File: config.mk
export PLATFORM = sky130hd
export DESIGN_NAME = td_status_engine
export DESIGN_NICKNAME = d
export VERILOG_FILES = /design/src/rtl/td_pkg.sv /design/src/rtl/td_token_decode.sv /design/src/rtl/td_outcome.sv /design/src/rtl/td_ctrl_update.sv /design/src/rtl/td_status_engine.sv
export SDC_FILE = /design/constraint.sdc
export NUM_CORES = 1
export LEC_CHECK = 0
export ABC_AREA = 1
export BUFFER_PORTS_ARGS = -buffer_cell sky130_fd_sc_hd__buf_2
export CAP_MARGIN = 10
export CORE_MARGIN = 3
export CORE_UTILIZATION = 52
export CTS_CLUSTER_SIZE = 25
export DETAILED_ROUTE_END_ITERATION = 12
export PLACE_DENSITY = 0.92
export SETUP_SLACK_MARGIN = 0.2
export SLEW_MARGIN = 20
export SYNTH_ARGS = -nofsm -noshare
export SYNTH_HDL_FRONTEND = slang
export SYNTH_HIERARCHICAL = 1
export SYNTH_SLANG_ARGS = --single-unit
File: constraint.sdc
create_clock -name clk_i -period 1.3 [get_ports clk_i]
set_input_delay 0.065 -clock clk_i [delete_from_list [all_inputs] [get_ports clk_i]]
set_output_delay 0.065 -clock clk_i [all_outputs]
set_load 0.005 [all_outputs]
File: src/rtl/td_pkg.sv
package td_pkg;
  localparam int CW = 32;
  localparam int LEN_W = 11;
  localparam int B_SPD = 29;
  localparam int B_CNT_HI = 28;
  localparam int B_CNT_LO = 27;
  localparam int B_ISO = 25;
  localparam int B_IOC = 24;
  localparam int B_ACT = 23;
  localparam int B_STL = 22;
  localparam int B_BAB = 20;
  localparam int B_NAK = 19;
  localparam int B_TMO = 18;

  localparam logic [7:0] PID_IN = 8'h69;
  localparam logic [7:0] PID_OUT = 8'hE1;
  localparam logic [7:0] PID_SETUP = 8'h2D;

  typedef enum logic [2:0] {
    RES_DATA = 3'd0, RES_NAK = 3'd1, RES_STALL = 3'd2,
    RES_BABBLE = 3'd3, RES_NODEV = 3'd4
  } res_kind_e;

  typedef enum logic [1:0] {
    RC_OK = 2'd0, RC_SKIP = 2'd1, RC_ABORT = 2'd3
  } ret_code_e;

  typedef enum logic [2:0] {
    OC_DATA, OC_NAK, OC_STALL, OC_BABBLE, OC_TIMEOUT, OC_BADPID
  } outcome_e;
endpackage

File: src/rtl/td_token_decode.sv
module td_token_decode
  import td_pkg::*;
(
  input  logic [CW-1:0]    token_i,
  output logic [LEN_W-1:0] max_len_o,
  output logic             pid_in_o,
  output logic             pid_setup_o,
  output logic             pid_ok_o
);
  logic [7:0] pid;
  assign pid         = token_i[7:0];
  // field holds N-1; all ones wraps to zero
  assign max_len_o   = token_i[CW-1 -: LEN_W] + LEN_W'(1);
  assign pid_in_o    = (pid == PID_IN);
  assign pid_setup_o = (pid == PID_SETUP);
  assign pid_ok_o    = pid_in_o || pid_setup_o || (pid == PID_OUT);
endmodule

File: src/rtl/td_outcome.sv
module td_outcome
  import td_pkg::*;
#(
  parameter int RES_LEN_W = 12
) (
  input  logic [2:0]           res_kind_i,
  input  logic [RES_LEN_W-1:0] res_len_i,
  input  logic [LEN_W-1:0]     max_len_i,
  input  logic                 pid_in_i,
  input  logic                 pid_ok_i,
  output outcome_e             outcome_o,
  output logic [LEN_W-1:0]     len_o
);
  logic over;
  assign over = pid_in_i && (res_len_i > RES_LEN_W'(max_len_i));

  always_comb begin
    len_o = max_len_i;
    if (pid_in_i && !over) len_o = res_len_i[LEN_W-1:0];
    if (!pid_ok_i) outcome_o = OC_BADPID;
    else begin
      unique case (res_kind_e'(res_kind_i))
        RES_DATA:   outcome_o = over ? OC_BABBLE : OC_DATA;
        RES_NAK:    outcome_o = OC_NAK;
        RES_STALL:  outcome_o = OC_STALL;
        RES_BABBLE: outcome_o = OC_BABBLE;
        default:    outcome_o = OC_TIMEOUT;
      endcase
    end
  end
endmodule

File: src/rtl/td_ctrl_update.sv
module td_ctrl_update
  import td_pkg::*;
(
  input  logic [CW-1:0]    ctrl_i,
  input  outcome_e         outcome_i,
  input  logic [LEN_W-1:0] len_i,
  input  logic [LEN_W-1:0] max_len_i,
  input  logic             pid_in_i,
  input  logic             pid_setup_i,
  output logic [CW-1:0]    ctrl_o,
  output logic [1:0]       mask_o,
  output ret_code_e        ret_o,
  output logic             usb_err_o,
  output logic             proc_err_o
);
  logic       do_tmo;
  logic [1:0] cnt;

  always_comb begin
    ctrl_o     = ctrl_i;
    mask_o     = {1'b0, ctrl_i[B_IOC]};
    ret_o      = RC_SKIP;
    usb_err_o  = 1'b0;
    proc_err_o = 1'b0;
    do_tmo     = 1'b0;
    cnt        = ctrl_i[B_CNT_HI:B_CNT_LO];
    if (ctrl_i[B_ACT]) begin
      if (outcome_i == OC_BADPID) begin
        ret_o      = RC_ABORT;
        proc_err_o = 1'b1;
      end else begin
        if (ctrl_i[B_ISO]) ctrl_o[B_ACT] = 1'b0;
        unique case (outcome_i)
          OC_DATA: begin
            ctrl_o[LEN_W-1:0] = len_i - LEN_W'(1);
            ctrl_o[B_ACT]     = 1'b0;
            if (pid_in_i && ctrl_i[B_SPD] && (len_i < max_len_i)) mask_o[1] = 1'b1;
            else ret_o = RC_OK;
          end
          OC_BABBLE: begin
            ctrl_o[B_BAB] = 1'b1;
            ctrl_o[B_STL] = 1'b1;
            ctrl_o[B_ACT] = 1'b0;
            ret_o         = RC_ABORT;
          end
          OC_STALL: begin
            ctrl_o[B_STL] = 1'b1;
            ctrl_o[B_ACT] = 1'b0;
          end
          OC_NAK: begin
            ctrl_o[B_NAK] = 1'b1;
            do_tmo        = pid_setup_i;
          end
          default: do_tmo = 1'b1;
        endcase
        if (do_tmo) begin
          ctrl_o[B_TMO] = 1'b1;
          if (cnt != 2'd0) begin
            cnt = cnt - 2'd1;
            if (cnt == 2'd0) begin
              ctrl_o[B_ACT] = 1'b0;
              usb_err_o     = 1'b1;
            end
          end
          ctrl_o[B_CNT_HI:B_CNT_LO] = cnt;
        end
      end
    end
  end
endmodule

File: src/rtl/td_status_engine.sv
module td_status_engine
  import td_pkg::*;
#(
  parameter int RES_LEN_W = 12
) (
  input  logic                 clk_i,
  input  logic                 rst_ni,
  input  logic                 req_valid_i,
  input  logic [31:0]          ctrl_i,
  input  logic [31:0]          token_i,
  input  logic [2:0]           res_kind_i,
  input  logic [RES_LEN_W-1:0] res_len_i,
  output logic                 rsp_valid_o,
  output logic [31:0]          ctrl_o,
  output logic [1:0]           int_mask_o,
  output logic [1:0]           ret_code_o,
  output logic                 usb_err_o,
  output logic                 proc_err_o
);
  logic [LEN_W-1:0] max_len, len;
  logic             pid_in, pid_setup, pid_ok;
  outcome_e         outcome;
  logic [CW-1:0]    ctrl_nx;
  logic [1:0]       mask_nx;
  ret_code_e        ret_nx;
  logic             uerr_nx, perr_nx;

  td_token_decode u_dec (
    .token_i(token_i), .max_len_o(max_len), .pid_in_o(pid_in),
    .pid_setup_o(pid_setup), .pid_ok_o(pid_ok)
  );

  td_outcome #(.RES_LEN_W(RES_LEN_W)) u_oc (
    .res_kind_i(res_kind_i), .res_len_i(res_len_i), .max_len_i(max_len),
    .pid_in_i(pid_in), .pid_ok_i(pid_ok), .outcome_o(outcome), .len_o(len)
  );

  td_ctrl_update u_upd (
    .ctrl_i(ctrl_i), .outcome_i(outcome), .len_i(len), .max_len_i(max_len),
    .pid_in_i(pid_in), .pid_setup_i(pid_setup), .ctrl_o(ctrl_nx),
    .mask_o(mask_nx), .ret_o(ret_nx), .usb_err_o(uerr_nx), .proc_err_o(perr_nx)
  );

  always_ff @(posedge clk_i or negedge rst_ni) begin
    if (!rst_ni) begin
      rsp_valid_o <= 1'b0;
      ctrl_o      <= '0;
      int_mask_o  <= '0;
      ret_code_o  <= '0;
      usb_err_o   <= 1'b0;
      proc_err_o  <= 1'b0;
    end else begin
      rsp_valid_o <= req_valid_i;
      usb_err_o   <= req_valid_i && uerr_nx;
      proc_err_o  <= req_valid_i && perr_nx;
      if (req_valid_i) begin
        ctrl_o     <= ctrl_nx;
        int_mask_o <= mask_nx;
        ret_code_o <= ret_nx;
      end
    end
  end


  rsp_follows_req_chk: assert property (@(posedge clk_i) disable iff (!rst_ni)
    req_valid_i |=> rsp_valid_o);

  no_spurious_rsp_chk: assert property (@(posedge clk_i) disable iff (!rst_ni)
    !req_valid_i |=> !rsp_valid_o && !usb_err_o && !proc_err_o);

  proc_err_aborts_chk: assert property (@(posedge clk_i) disable iff (!rst_ni)
    proc_err_o |-> ret_code_o == RC_ABORT && ctrl_o == $past(ctrl_i));

  usb_err_idle_chk: assert property (@(posedge clk_i) disable iff (!rst_ni)
    usb_err_o |-> !ctrl_o[B_ACT] && ctrl_o[B_TMO] && ctrl_o[B_CNT_HI:B_CNT_LO] == 2'd0);

  advance_inactive_chk: assert property (@(posedge clk_i) disable iff (!rst_ni)
    rsp_valid_o && ret_code_o == RC_OK |-> !ctrl_o[B_ACT]);

  ioc_mask_chk: assert property (@(posedge clk_i) disable iff (!rst_ni)
    req_valid_i && ctrl_i[B_IOC] |=> int_mask_o[0]);
endmodule

# After elaboration in Yosys (flattened, before gate mapping)
# Cells that the tools add are included.
[totals] word_cells=78 regBits=39 out_inout_bits=39
[op_classes] reduce_logical=15 n_eq_ne=10 order_cmp=2 addsub=3 mux=42
[ops] operator="2-to-1 mux 11 bit" count=4
[ops] operator="2-to-1 mux 1 bit" count=23
[ops] operator="2-to-1 mux 2 bit" count=9
[ops] operator="== test 3 x 2 -> 1 bit (second input constant)" count=4
[ops] operator="> comparator 12 x 11 -> 1 bit" count=1
[ops] operator="one-hot mux 3 bit (4 select lines)" count=1
[ops] operator="adder 11 x 1 -> 11 bit (second input constant)" count=1
[ops] operator="less-than comparator 11 bit" count=1
[ops] operator="subtractor 11 x 1 -> 11 bit (second input constant)" count=1
[ops] operator="2-to-1 mux 3 bit" count=3
[ops] operator="== test 8 x 6 -> 1 bit (second input constant)" count=1
[ops] operator="== test 8 x 7 -> 1 bit (second input constant)" count=1
[ops] operator="== test 8 bit (second input constant)" count=1
[ops] operator="== test 3 x 1 -> 1 bit (second input constant)" count=2
[ops] operator="logical AND 1 bit" count=6
[ops] operator="zero test 3 bit" count=2
[ops] operator="one-hot mux 2 bit (2 select lines)" count=1
[ops] operator="== test 3 bit (second input constant)" count=1
[ops] operator="OR reduction 3 bit" count=1
[ops] operator="zero test 2 bit" count=1
[ops] operator="logical OR 1 bit" count=2
[ops] operator="one-hot mux 1 bit (2 select lines)" count=1
[ops] operator="nonzero test 2 bit" count=1
[ops] operator="OR reduction 2 bit" count=1
[ops] operator="2 further kinds" count=2

# Longest topological paths before layout
# Gate-level depths: netlist of run 1.
[logic_depth] word_depth=15 depth_mapped=29 mapped_depth_nobuf=28

# Cells and area by module
# The synthesis of run 1 kept the hierarchy.
[by_module_without_submodules] mod="td_status_engine" area_per_inst_um2=1450.1 cells_each=159 n_inst=1
[by_module_without_submodules] mod="td_ctrl_update" area_per_inst_um2=954.7 cells_each=181 n_inst=1
[by_module_without_submodules] mod="td_outcome" area_per_inst_um2=549.3 cells_each=102 n_inst=1
[by_module_without_submodules] mod="td_token_decode" area_per_inst_um2=304.0 cells_each=65 n_inst=1

# Worst setup path after synthesis of run 1
# Ideal clock, no wire load.
[synth_timing] path_kind="input-to-reg" startpoint="input token_i[21]" endpoint="register ctrl_o[10]" path_buffers=1 cell_stages=27 setup_slack_ns=-1.443 arrival_time_ns=2.626 setup_time_ns=0.116 cell_sequence="ha_1 > nand2_1 > nor2_1 > xor2_1 > inv_1 > ha_1 > nand2_1 > inv_1 > nand2_1 > nor2_2 > nand4_2 > nand2_2 > nand2_2 > buf_6 > nand2_1 > nand2_1 > inv_1 > ha_1 > nand2_1 > nor2_1 > nand2_1 > nand2_1 > nand3_1 > nand2_1 > inv_1 > nand2_1 > nand2_1"
[synth_via] elab_chain_len=10
[synth_rtl] item="from (decl)" line="td_status_engine.sv:10" source="input logic [31:0] token_i,"
[synth_rtl] item="adder 11 x 1 -> 11 bit" line="td_token_decode.sv:13" source="assign max_len_o = token_i[CW-1 -: LEN_W] + LEN_W'(1);"
[synth_rtl] item="named net max_len[4]" line="td_status_engine.sv:20" source="logic [LEN_W-1:0] max_len, len;"
[synth_rtl] item="> comparator 12 x 11 -> 1 bit" line="td_outcome.sv:15" source="assign over = pid_in_i && (res_len_i > RES_LEN_W'(max_len_i));"
[synth_rtl] item="logical AND 1 bit" line="td_outcome.sv:15"
[synth_rtl] item="zero test 1 bit" line="td_outcome.sv:19" source="if (pid_in_i && !over) len_o = res_len_i[LEN_W-1:0];"
[synth_rtl] item="logical AND 1 bit" line="td_outcome.sv:19"
[synth_rtl] item="2-to-1 mux 11 bit" line="td_outcome.sv:19"
[synth_rtl] item="named net len[0]" line="td_status_engine.sv:20"
[synth_rtl] item="subtractor 11 x 1 -> 11 bit" line="td_ctrl_update.sv:35" source="ctrl_o[LEN_W-1:0] = len_i - LEN_W'(1);"
[synth_rtl] item="2-to-1 mux 11 bit" line="td_ctrl_update.sv:33" source="unique case (outcome_i)"
[synth_rtl] item="2-to-1 mux 11 bit" line="td_ctrl_update.sv:28" source="if (outcome_i == OC_BADPID) begin"
[synth_rtl] item="2-to-1 mux 11 bit" line="td_ctrl_update.sv:27" source="if (ctrl_i[B_ACT]) begin"
[synth_rtl] item="named net ctrl_nx[10]" line="td_status_engine.sv:23" source="logic [CW-1:0] ctrl_nx;"
[synth_rtl] item="to (signal assigned)" line="td_status_engine.sv:57" source="ctrl_o <= ctrl_nx;"
[synth_rtl] item="to (decl)" line="td_status_engine.sv:14" source="output logic [31:0] ctrl_o,"
# The timed path passes the listed nets, and every way through them passes these cells.
# A chain may end at the register's enable or synchronous reset.

# Final worst setup path of run 1
[layout_timing] startpoint="input token_i[26]" endpoint="register ctrl_o[9]"
# The elaborated chain is that of the path after synthesis.

==> results_dict.tcl, run 1 <==
set metrics [dict create \
    run_status "finished, violations left" \
    violations "setup timing" \
    grt_pass1_wl_mm 18.8 \
    period_share_pct 243 \
    seqPwrFrac_pct 34.7 \
    postSynthCellCount 507 \
    critical_path_class "input port to register" \
    root_buffer "clkbuf_8" \
    setup_ws_ps -1870 \
    die_w_um 85.2 \
    final_cell_mix "190 x nand2_1, 104 x buf_2, 87 x buf_4, 67 x inv_1, 39 x dfrtp_1" \
    wl_per_cell_um 20.3 \
    core-area_um2 5990 \
    place_area_um2 4420 \
    ant_nets 0 \
    vias 4720 \
    portBuffers 107 \
    htree_levels 2 \
    clkLatencyLatePin_ps 280 \
    drive_above_1_share_pct 46.8 \
    rows 28 \
    dp_hpwl_mm 6.81 \
    relSlewSlack_pct 60.8 \
    area_growth_pct 65.1 \
    ios 121 \
    synth_fp_nets 612 \
    final_common_cell "nand2_1" \
    cp_max_fo 6 \
    hold_viol 0 \
    final_max_slew_viol_count 0 \
    final_cell_area_um2 5380 \
    antenna_cells 0 \
    postSynthAreaPerCell_um2 6.43 \
    die_y_um 85.2 \
    drc 0 \
    fin_total_pwr_mw 3.95 \
    fmax_ghz 0.316 \
    cp.arrival_ps 3360 \
    worstSetupStartpointType "input port" \
    firstDrtPassIters 5 \
    cp_data_required_time_ps 1490 \
    switching_power_mw 1.39 \
    track_usage_pct 32.0 \
    critical_path.max_stage_delay_ps 310 \
    stdcell_count 784 \
    viasPerCell 6.02 \
    nets 813 \
    end_kind "register" \
    switching_share_pct 35.1 \
    dp.cells 735 \
    drt_iter0_markers 547 \
    p_leak_nw 3.04 \
    cts_buffers 5 \
    ys_seq_area_share_pct 30.0 \
    synth_area_um2 3260 \
    maxCapViolCount 0 \
    ir_drop_v 0.000803 \
    die_area_um2 7250 \
    crit_top_cell "nand2_1" \
    p_clk_share_pct 26.4 \
    pre_cts_ws_ps -1730 \
    clock_sinks 39 \
    gp_congestion 0.856 \
    setup_viol 23 \
    grt-ovfl-total 0 \
    antenna_found_initial 0 \
    power_density_nw_per_um2 735 \
    routed_wl_mm 15.9 \
    grt_start_max_net_pins 37 \
    crit_path_top_delay_cell "ha_1" \
    synth_seq_cells 39 \
    internal-power_mw 2.57 \
    grt_pass1_vias 4107 \
    rsz0062_at_grt "yes" \
    cts_tree "built" \
    num-fill-cells 251 \
    p_comb_share_pct 38.9 \
    layout_min_cycle_time_ps 3170 \
    min_path_type "input port to register" \
    clock-skew-final_ps 0 \
    clockBufferDepth 2 \
    clkTransAtPathRegs_ps 100 \
    ys_warn_count 6 \
    tightest_slew_ps 586 \
    synth_cell_types 29 \
    start_util_pct 54.4 \
]
area by class of cell:
class	instances	area, µm²	share of cell area, %
clock buffer	5	68.8	1.28
clock inverter	3	43.8	0.814
inverter	79	304	5.65
multi-input combinational	364	2350	43.7
sequential	39	976	18.1
tap	75	93.8	1.74
timing repair buffer	219	1540	28.7
Yosys cell counts:
master / number / area, µm²
and3_1: 1 / 6.26
clkbuf_4: 1 / 7.51
nand4_1: 2 / 12.5
ha_1: 23 / 288
buf_4: 17 / 128
xnor2_1: 2 / 17.5
dfrtp_1: 39 / 976
a31o_2: 2 / 17.5
nand3_1: 34 / 170
o21ai_0: 11 / 55.1
buf_6: 4 / 45.0
o21ai_2: 1 / 8.76
nand4_2: 1 / 12.5
inv_1: 75 / 282
nor3_4: 1 / 16.3
xor2_1: 4 / 35.0
inv_2: 4 / 15.0
a21oi_1: 6 / 30.0
buf_2: 4 / 20.0
nor2_1: 26 / 97.6
nand2_1: 226 / 848
o21bai_1: 3 / 22.5
a21oi_2: 1 / 8.76
nand2_2: 3 / 18.8
nor2_2: 2 / 12.5
nand3_2: 4 / 40.0
nor3_1: 4 / 20.0
nor2_4: 2 / 22.5
or2_2: 4 / 25.0
metrics by stage:
stage / util [%] / TNS [ps] / hold slack [ps]
final: 89.8 / -40240 / 25.6
after global routing: 89.8 / -42780 / 50.9
after CTS: 84.8 / -25700 / 4.65
after detailed placement: 73.9 / -32330 / 21.0
after global placement: 73.9 / -29130 / 16.4
after floorplan: - / -21310 / -231
power groups by stage:
stage / Clock [mW] / Combinational [mW] / Sequential (mW)
after floorplan: 0 / 0.555 / 1.39
after global placement: 0 / 1.01 / 1.38
after detailed placement: 0 / 1.06 / 1.38
after CTS: 1.01 / 1.23 / 1.36
after global routing: 1.08 / 1.62 / 1.38
final: 1.04 / 1.54 / 1.37
registers in the layout, indices dropped and copies added, names as in the netlist:
register / count
usb_err_o: 1
rsp_valid_o: 1
proc_err_o: 1
ctrl_o: 32
ret_code_o: 2
int_mask_o: 2
worst paths after layout:
check | from | depth (start not counted) | endpoint | slack (ps)
max reg2reg | ctrl_o[20]$_DFFE_PN0P_ | 2 | ctrl_o[20]$_DFFE_PN0P_ | 560
max | token_i[26] | 26 | ctrl_o[9]$_DFFE_PN0P_ | -1870
min in group asynchronous | rst_ni | 2 | ctrl_o[21]$_DFFE_PN0P_ | 240
min | ctrl_i[29] | 3 | ctrl_o[29]$_DFFE_PN0P_ | 30
max in group asynchronous | rst_ni | 3 | ctrl_o[4]$_DFFE_PN0P_ | 560
min reg2reg | ctrl_o[5]$_DFFE_PN0P_ | 2 | ctrl_o[5]$_DFFE_PN0P_ | 470
logic make-up after synthesis:
family	share of synthesized area [%]
buf+inv	15.2
xor+xnor	1.61
fa+ha+maj	8.83
flops	30.0
compound gates	4.38
simple gates	40.0
critical path, delay by kind of cell:
family,cells,cell delay [ps]
adders and majority gates,1,310
buffers and inverters,6,630
and+or+nand+nor,19,2330
layer usage:
layer	GRT usage, %	part of all wire [%]
met5	0	0
met4	17.4	10
met3	5.44	12
met2	56.1	46
met1	36.7	32
what timing repair did:
item / 4_1_cts / 5_1_grt
pin swaps: 37 / 27
hold buffers: 14 / 0
setup buffers: 15 / 9
gates cloned: 2 / 1
endpoints found under the hold margin: 30 / 0
resized for setup: 54 / 51
endpoints found under the setup margin: 23 / 23
Note: power is estimated with default switching activity, not from simulation.
==> inputs of run 2 (changes only) <==
Settings changed: PLACE_DENSITY 0.92 to 0.93, SYNTH_HIERARCHICAL 1 to not set.
==> run 2 against run 1 <==
Against the previous run:
- the run now fails in global routing
- synthesized cell count decreased by 15%
- synthesized area decreased by 7.4%
==> results_dict.tcl, run 2 <==
set metrics [dict create \
    clock_sinks 38 \
    synth_seq_cells 38 \
    grt_start_max_net_pins 39 \
    ys_top_cells_by_count "130 x nand2_1, 54 x inv_1, 40 x nor2_1" \
    lastStage "global routing" \
    synth_top_area_share_pct 31.5 \
    ys_warn_count 0 \
    async_reset_ff_share_pct 100 \
    ys_seq_area_share_pct 31.5 \
    root_buffer "clkbuf_8" \
    postSynthAreaPerCell_um2 7.03 \
    ios 121 \
    yosysMostFrequentCell "nand2_1" \
    htree_levels 2 \
    synthFlopType "dfrtp_1" \
    place_area_um2 4350 \
    postSynthCellCount 429 \
    gp_congestion 0.898 \
    run_status "aborted with a tool error" \
    start_util_pct 54.1 \
    yosys-top-cells-area "dfrtp_1 32%, nand2_1 16%, ha_1 9.1%, inv_1 6.7%, nor2_1 5.0%" \
    dp_hpwl_mm 8.47 \
    clockBufferDepth 2 \
    synth_fp_nets 533 \
    die_w_um 82.2 \
    synth_top_area_cell "dfrtp_1" \
    synth_area_um2 3020 \
    worst_endpoint_kind "register input" \
    portBuffers 107 \
    die_y_um 82.2 \
    synth_edf_count 0 \
    dp.cells 689 \
    error "[ERROR DPL-0038] Utilization greater than 100%, impossible to legalize" \
    worst_endpoint "ret_code_o[0]$_DFFE_PN0P_/D" \
    rows 27 \
    synth_cell_types 38 \
    cts_buffers 5 \
]
==> run 2: kinds of logic after synthesis <==
family	Yosys count	synth area share (%)
and+or+nand+nor	254	39.8
buffers and inverters	66	9.12
AOI/OAI and AO/OA	40	7.84
DFF	38	31.5
adders and majority gates	22	9.12
xor gates and xnor gates	8	2.32
muxes	1	0.332
==> run 2: what timing repair did <==
action,4_1_cts
hold endpoints to repair,50
buffers inserted,20
hold buffers,13
gates resized for setup,69
pin swaps,36
endpoints found under the setup margin,23
==> run 2: metrics by stage <==
stage	hold WS, ps	worst slack, ps	setup TNS (ps)
floorplan	-231	-1870	-28550
global placement	130	-1980	-36970
detailed placement	141	-2420	-43440
CTS	9.87	-1910	-35310
==> inputs of run 3 (changes only) <==
Settings changed: CORE_UTILIZATION 52 to 37, CTS_CLUSTER_SIZE 25 to not set, PLACE_DENSITY 0.93 to not set, PLACE_DENSITY_LB_ADDON set to 0.15, SETUP_SLACK_MARGIN 0.2 to not set.
==> run 3 against run 2 <==
Against the previous run:
- the flow now finishes, with violations (setup timing)
- synthesized area unchanged
- synthesized cell count stayed put
==> results_dict.tcl, run 3 <==
set metrics [dict create \
    cts_tree "built" \
    drive_above_1_share_pct 50.8 \
    clock-skew-final_ps 0 \
    final_cell_area_um2 5220 \
    setup_ws_ps -1830 \
    antenna_cells 0 \
    cts_buffers 5 \
    synth_top_area_cell "dfrtp_1" \
    relSlewSlack_pct 68.3 \
    setup_viol 22 \
    clkLatencyLatePin_ps 280 \
    violations "setup timing" \
    synth_top_area_share_pct 31.5 \
    htree_levels 2 \
    ant_nets 0 \
    grt-ovfl-total 0 \
    drc 0 \
    area_growth_pct 72.9 \
    ys_warn_count 0 \
    synth_area_um2 3020 \
    end_kind "register" \
    postSynthCellCount 429 \
    synth_cell_types 38 \
    period_share_pct 241 \
    power_density_nw_per_um2 651 \
    synth_seq_cells 38 \
    yosys-top-cells-area "dfrtp_1 32%, nand2_1 16%, ha_1 9.1%, inv_1 6.7%, nor2_1 5.0%" \
    run_status "finished, violations left" \
    dp_hpwl_mm 7.10 \
    largest_register_ff_count 32 \
    ys_seq_area_share_pct 31.5 \
    stdcell_count 766 \
    cp_max_fo 7 \
    min_path_type "input port to register" \
    nets 767 \
    clockBufferDepth 2 \
    die_area_um2 9280 \
    vias 3518 \
    rsz0062_at_grt "yes" \
    synthFlopType "dfrtp_1" \
    regMostFlops "ctrl_o" \
    fin_total_pwr_mw 3.39 \
    grt_pass1_vias 3225 \
    start_util_pct 38.7 \
    die_w_um 96.3 \
    gp_congestion 0.860 \
    drt_iter0_markers 81 \
    ys_top_cells_by_count "130 x nand2_1, 54 x inv_1, 40 x nor2_1" \
    grt_pass1_wl_mm 13.7 \
    final_max_slew_viol_count 0 \
    routed_wl_mm 9.17 \
    viasPerCell 4.59 \
    maxCapViolCount 0 \
    tightest_slew_ps 471 \
    critical_path_class "input port to register" \
    p_leak_nw 2.79 \
    synth_fp_nets 533 \
    ir_drop_v 0.000436 \
    fmax_ghz 0.319 \
    firstDrtPassIters 4 \
    final_common_cell "nand2_1" \
    dp.cells 715 \
    clock_sinks 38 \
    grt_start_max_net_pins 29 \
    async_reset_ff_share_pct 100 \
    hold_viol 0 \
    place_area_um2 4380 \
    antenna_found_initial 0 \
    root_buffer "clkbuf_8" \
    yosysMostFrequentCell "nand2_1" \
    postSynthAreaPerCell_um2 7.03 \
    final_cell_mix "117 x nand2_1, 103 x buf_2, 99 x buf_4, 44 x inv_1, 38 x dfrtp_1" \
    ios 121 \
    portBuffers 107 \
    synth_edf_count 0 \
    clkTransAtPathRegs_ps 80 \
    die_y_um 96.3 \
    rows 32 \
    worstSetupStartpointType "input port" \
    wl_per_cell_um 12.0 \
    hold_slack_ps 7.36 \
    reg.largest.list "ctrl_o x32, ret_code_o x2" \
    utilization_pct 66.8 \
    layout_min_cycle_time_ps 3130 \
    track_usage_pct 18.4 \
    cp.arrival_ps 3340 \
    core-area_um2 7810 \
    cp_data_required_time_ps 1510 \
]
==> run 3: cell counts after synthesis <==
No cell type changed its count.
==> run 3: cell type report <==
class                   count  area, µm²
clock buffers               6       82.6
clock inverters             2       12.5
fillers                   720       2590
inverters                  56        218
multi-input cells         325       2160
flip-flops and latches     38        951
well taps                 102        128
repair buffers            237       1660
==> run 3: critical path, cell delays in order <==
cell	delay (ps)
buf_8	80
ha_4	140
nand2_4	60
inv_4	60
nand2_4	50
nor3_4	150
nand3_2	110
xor2_2	160
ha_1	290
nand4_1	140
nor2_2	130
nand3_1	70
nor2_1	80
nor2_1	50
nand2_2	90
nand2_4	90
nand2_8	100
buf_6	110
nand2_2	40
nand2_2	70
inv_2	50
ha_4	210
a21oi_2	120
nand3b_1	140
a21oi_2	70
nor4_2	310
nand4_1	130
o21ai_1	160
==> run 3: final timing paths <==
| kind | start | to | slack (ps) | cells after the start |
|---|---|---|---|---|
| worst max register to register | ret_code_o[1]$_DFFE_PN0P_ | ret_code_o[1]$_DFFE_PN0P_ | 590 | 1 |
| max in group asynchronous | rst_ni | usb_err_o$_DFF_PN0_ | 510 | 3 |
| min in group asynchronous | rst_ni | ctrl_o[9]$_DFFE_PN0P_ | 260 | 2 |
| worst min-delay path | ctrl_i[26] | ctrl_o[26]$_DFFE_PN0P_ | 7 | 3 |
| worst min register to register | ctrl_o[16]$_DFFE_PN0P_ | ctrl_o[16]$_DFFE_PN0P_ | 470 | 2 |
| worst max-delay path | token_i[22] | int_mask_o[1]$_DFFE_PN0P_ | -1830 | 28 |
==> run 3: stage by stage <==
| step | setup slack [ps] | TNS [ps] |
|---|---|---|
| 5_1_grt | -2120 | -39350 |
| 6_report | -1830 | -34000 |
| 3_5_place_dp | -2180 | -39300 |
| 4_1_cts | -1770 | -32340 |
| 3_3_place_gp | -2020 | -37170 |
| 2_1_floorplan | -1870 | -28550 |
==> run 3: what timing repair did <==
action / 4_1_cts / 5_1_grt
hold buffers: 12 / 0
pin swaps: 33 / 42
buffers inserted: 12 / 20
gates cloned: 1 / 0
resized for setup: 51 / 46
endpoints found under the hold margin: 30 / 0
setup endpoints to repair: 22 / 22
==> run 3: logic make-up after synthesis <==
logic type / count (synthesis) / share of synthesized area, %
compound gates: 40 / 7.84
xor+xnor: 8 / 2.32
fa+ha+maj: 22 / 9.12
buf+inv: 66 / 9.12
flops: 38 / 31.5
mux: 1 / 0.332
simple gates: 254 / 39.8
==> run 3: routing by layer <==
| layer | part of all wire, % | routed length [µm] | track usage, % |
|---|---|---|---|
| met1 | 42 | 3810 | 22.2 |
| met2 | 52 | 4800 | 34.3 |
| met3 | 5.8 | 528 | 2.74 |
| met4 | 0.35 | 32 | 3.39 |
| met5 | 0 | 0 | 0 |
==> run 3: where the power goes <==
group | leakage [nW] | internal (mW) | switching [mW]
Combinational | 2.29 | 0.636 | 0.604
Sequential | 0.459 | 1.28 | 0.0458
Clock | 0.0472 | 0.426 | 0.406
Total | 2.79 | 2.34 | 1.06
